$ cat config.mk
export PLATFORM = sky130hd
export DESIGN_NAME = mul_seq
export DESIGN_NICKNAME = d
export VERILOG_FILES = /design/src/rtl/mul_seq.sv
export SDC_FILE = /design/constraint.sdc
export NUM_CORES = 1
export LEC_CHECK = 0
export ABC_AREA = 0
export BUFFER_PORTS_ARGS = -buffer_cell sky130_fd_sc_hd__buf_2
export CORE_MARGIN = 2
export CORE_UTILIZATION = 40
export DETAILED_ROUTE_END_ITERATION = 16
export HOLD_SLACK_MARGIN = 0.1
export PLACE_DENSITY = 0.71
export SLEW_MARGIN = 10
export SYNTH_ARGS = -nofsm -noshare
export SYNTH_HDL_FRONTEND = slang
export SYNTH_SLANG_ARGS = --single-unit
$ cat constraint.sdc
create_clock -name clk -period 2.4 [get_ports clk]
set_input_delay 0.12 -clock clk [delete_from_list [all_inputs] [get_ports clk]]
set_output_delay 0.12 -clock clk [all_outputs]
set_load 0.02 [all_outputs]
$ cat src/rtl/mul_seq.sv
module mul_seq #(
  parameter int STEPS0 = 8,
  parameter int STEPS1 = 16,
  parameter int STEPS2 = 32,
  parameter logic [3:0] MODE_EN = 4'b1111
) (
  input  logic       clk,
  input  logic       rst_n,
  input  logic       start,
  input  logic       is_signed,
  input  logic [1:0] mode,
  input  logic       b_lsb,
  input  logic       b_zero,
  input  logic       b_ones,
  output logic       ld_a,
  output logic       ld_b,
  output logic       ld_p,
  output logic       shift,
  output logic       clr_p,
  output logic       sub,
  output logic       drive_p,
  output logic       bad_mode
);

  localparam int MAXS = (STEPS0 > STEPS1) ? ((STEPS0 > STEPS2) ? STEPS0 : STEPS2)
                                          : ((STEPS1 > STEPS2) ? STEPS1 : STEPS2);
  localparam int CW = (MAXS > 2) ? $clog2(MAXS) : 1;

  typedef enum logic [2:0] {S_IDLE, S_LDA, S_LDB, S_STEP, S_OUT, S_REJ} st_t;

  st_t st, st_n;
  logic [CW-1:0] cnt, cnt_init;
  logic cnt_load, cnt_zero;

  wire open_w   = (mode == 2'b11);
  wire in_step  = (st == S_STEP);
  wire stop_now = open_w && b_zero;
  wire sgn_end  = open_w && is_signed && b_ones && !b_zero;
  wire last     = open_w ? sgn_end : cnt_zero;
  wire active   = in_step && !stop_now;

  always_comb begin
    case (mode)
      2'b00:   cnt_init = CW'(STEPS0 - 1);
      2'b01:   cnt_init = CW'(STEPS1 - 1);
      default: cnt_init = CW'(STEPS2 - 1);
    endcase
  end

  assign cnt_load = (st == S_LDB);
  assign cnt_zero = (cnt == '0);

  always_ff @(posedge clk or negedge rst_n) begin
    if (!rst_n)             cnt <= '0;
    else if (cnt_load)      cnt <= cnt_init;
    else if (in_step && !cnt_zero) cnt <= cnt - 1'b1;
  end

  always_comb begin
    st_n = st;
    case (st)
      S_IDLE: if (start) st_n = MODE_EN[mode] ? S_LDA : S_REJ;
      S_LDA:  st_n = S_LDB;
      S_LDB:  st_n = S_STEP;
      S_STEP: if (stop_now || last) st_n = S_OUT;
      default: st_n = S_IDLE;
    endcase
  end

  always_ff @(posedge clk or negedge rst_n) begin
    if (!rst_n) st <= S_IDLE;
    else        st <= st_n;
  end

  assign ld_a     = (st == S_LDA) || active;
  assign ld_b     = (st == S_LDB) || active;
  assign ld_p     = (st == S_LDB) || (active && b_lsb);
  assign shift    = active;
  assign clr_p    = (st == S_LDB);
  assign sub      = active && is_signed && last;
  assign drive_p  = (st == S_OUT);
  assign bad_mode = (st == S_REJ);

  // a shift always moves both operand registers
  a_r5_shift_pair: assert property (@(posedge clk) disable iff (!rst_n)
    shift |-> (ld_a && ld_b));

  // subtract only within a signed step
  a_r6_sub_gated: assert property (@(posedge clk) disable iff (!rst_n)
    sub |-> (shift && is_signed));

  // product output lasts one cycle
  a_r9_drive_once: assert property (@(posedge clk) disable iff (!rst_n)
    drive_p |=> !drive_p);

  // a refused request stays off the datapath and returns to idle
  a_r10_reject_quiet: assert property (@(posedge clk) disable iff (!rst_n)
    bad_mode |-> !(ld_a || ld_b || ld_p || drive_p));
  a_r10_reject_short: assert property (@(posedge clk) disable iff (!rst_n)
    bad_mode |=> !bad_mode);

  // P is cleared while B loads from the bus
  a_r4_clear_with_b: assert property (@(posedge clk) disable iff (!rst_n)
    clr_p |-> (ld_p && ld_b && !shift && !ld_a));

  // no fresh load while busy
  a_r2_no_restart: assert property (@(posedge clk) disable iff (!rst_n)
    (st != S_IDLE) |=> !(ld_a && !shift));

  // an all-zero multiplier in open width ends the run
  a_r7_zero_exit: assert property (@(posedge clk) disable iff (!rst_n)
    (in_step && open_w && b_zero) |=> drive_p);

  // an all-one signed multiplier gets a final subtract then output
  a_r8_ones_exit: assert property (@(posedge clk) disable iff (!rst_n)
    (in_step && open_w && is_signed && b_ones && !b_zero) |-> (sub && ld_p) ##1 drive_p);

endmodule

==> metrics.txt <==
status=finished clean; vias=480; Synth area leader=dfrtp_1; synthesized instance count=a little over 50; DP HPWL=860.9 µm; most common cell in the netlist=dfrtp_1; initial DRC count=1; asr flop ratio synth=100.0%; clk_lat worst skew=250 ps; total power divided by cell area=1278 mW/mm²; largest net degree at the start of global routing=11; RR Startpoint=cnt[0]; nets=81; path depth of the worst reg2reg path=5; die area=0.001616 mm²; port buffer count=16; site row count=13; Synth cell types=32; TNS Setup=0 ps; clk root buf=clkbuf_4; commonest cells in the netlist=8 x dfrtp_1, 3 x nand2_1, 3 x o21ai_0; Post-DP Area=608.1 µm²; Core ar.=0.001269 mm²; Seq cells post-synth=8; fin. max-slew vios=0; register area share after synthesis=38.19%; Mapped Area=524.3 µm²; Detail Route Antenna Nets=0; Fillers=131; RSZ-0062 raised after global routing=no; total CTS buffers=3; first-pass GRT wire length=1669 µm; WL final=around 1100 µm; clock sink count=8; CTS tree=yes; H-tree depth=1; placed insts=80; FMAX=between 0.5 and 0.6 GHz; reg-to-reg setup timing slack=approximately 880 ps; n_diodes=0; Post-Syn Area per Cell=10.28 µm²; area delta synth->final=22.20%; Placer Congestion=0.7755; layout cell share with drive strength beyond 1=between 30% and 40%; initial antenna violation count=0; Final Cycle Share=77.60%; Post CTS Setup Buffer Count=0; vias in the first global route=393; Syn Nets=between 60 and 70; Final Non-Filler Cells=84; final core occ=a little over 50%; critical path data required time=~2300 ps; router iterations before antenna repair=3; Initial Util=41.32%; # DRC=0; Post-synth top flop=dfrtp_1; clock tree buffer depth=2; Peak VDD IR=0.6315 mV; CP endpoint kind=output port; gr usage total=15.82%; crit path max fanout=8; number of flops mapped to enable cells by yosys=0; Yosys top cell area share=38.19%; Hold WC Path Type=in2reg; global route overflow=0; crit path to=sub; WP data arrival=1740 ps; Critical R2R Capture=st[1]; top cells by area in the synthesized netlist=dfrtp_1 38%, nor4b_4 4.5%, nand3b_4 3.8%; Clock Skew=1.898 ps; crit path time final=1862 ps; CP startpoint=cnt[0]; Tightest Pin Transition=411.7 ps; # IOs=17; Hold Vio Cnt, Final=0; Startpoint Class=register; relative slew slack=72.44%; Pleak=0.3031 nW; fin area=~640 µm²; die width=40.20 µm; Max Cap Viol=0; Yosys warning total=0; via/cell ratio=around 5.7; endpoints failing setup=0; WL/cell=between 10 and 15 µm; crit path kind=reg2out; Hold WS=between 100 and 150 ps; Die Ht=40.20 µm; CTS clk-pin slew, worst paths=50 ps
-- sequential cells by signal, summed over array words and instances, names as in the netlist --
signal  flops
st          3
cnt         5
-- worst min-delay path by stage --
stage	from	end	slack, ps	cells past startpoint
2_1_floorplan	rst_n	cnt[0]	-180	0
3_3_place_gp	rst_n	cnt[1]	-20	1
3_5_place_dp	rst_n	cnt[1]	-30	1
4_1_cts	mode[1]	cnt[4]	150	3
5_1_grt	mode[1]	cnt[4]	190	3
6_report	mode[1]	cnt[4]	150	3
-- metrics by stage --
stage                     total power [mW]  worst slack [ps]
after global placement              0.7019             874.5
after global routing                0.8844             427.4
after detailed placement            0.7212             822.8
after CTS                           0.8287             549.1
after floorplan                     0.6103             760.2
final                               0.8186             537.6
-- what timing repair did --
action,in CTS,in global routing
hold endpoints to repair,8,0
hold buffers,1,0
gates resized for setup,0,0
-- final cells by class --
| cell class | count | area (µm²) | share of cell area (%) |
|---|---|---|---|
| multi-input combinational | 38 | 297.8 | 46.48 |
| clock buffer | 3 | 22.52 | 3.516 |
| tap | 15 | 18.77 | 2.930 |
| timing repair buffer | 17 | 90.09 | 14.06 |
| sequential | 8 | 200.2 | 31.25 |
| inverter | 3 | 11.26 | 1.758 |
-- layout by cell type (no fill, tap or decap), drive strengths merged, types with 2 or more instances in the layout --
cell	instances
a21o	2
a31oi	2
and3b	2
buf	16
clkbuf	3
dfrtp	8
inv	2
nand2	3
nand3	2
nor3b	2
o21ai	3
o311ai	2
or3	2
-- power by group --
group | internal [mW] | switching, mW | total [mW] | leakage [nW]
clock network | 0.0571 | 0.0436 | 0.101 | 0.0138
logic | 0.185 | 0.238 | 0.422 | 0.199
registers | 0.198 | 0.0977 | 0.295 | 0.0900
total | 0.440 | 0.379 | 0.819 | 0.303
-- critical path, stage by stage, from the launching register on --
cell	delay, ps
dfrtp_1	390
inv_1	70
ha_1	160
nor4b_4	370
a21oi_1	120
nor3b_1	190
buf_2	190
-- logic make-up (layout without fill, tap and decap cells) --
logic type,after synthesis,after routing,share of synthesized area (%)
AND/OR/NAND/NOR,22,22,33.65
AO/OA/AOI/OAI,14,14,18.62
flip-flops,8,8,38.19
buffers and inverters,5,23,5.011
adder cells (fa/ha/maj),1,1,2.386
multiplexers,1,1,2.148
-- per-layer routing --
metal | up-vias | share of wire (%) | wire length, µm | global-route usage, %
met5 | - | 0 | 0 | 0
met4 | 0 | 0 | 0 | 5.000
met3 | 0 | 4.9 | 56 | 5.000
met2 | 17 | 47 | 540 | 25.00
met1 | 230 | 48 | 548 | 20.41
li1 | 233 | - | - | -
Note: power is estimated with default switching activity, not from simulation.
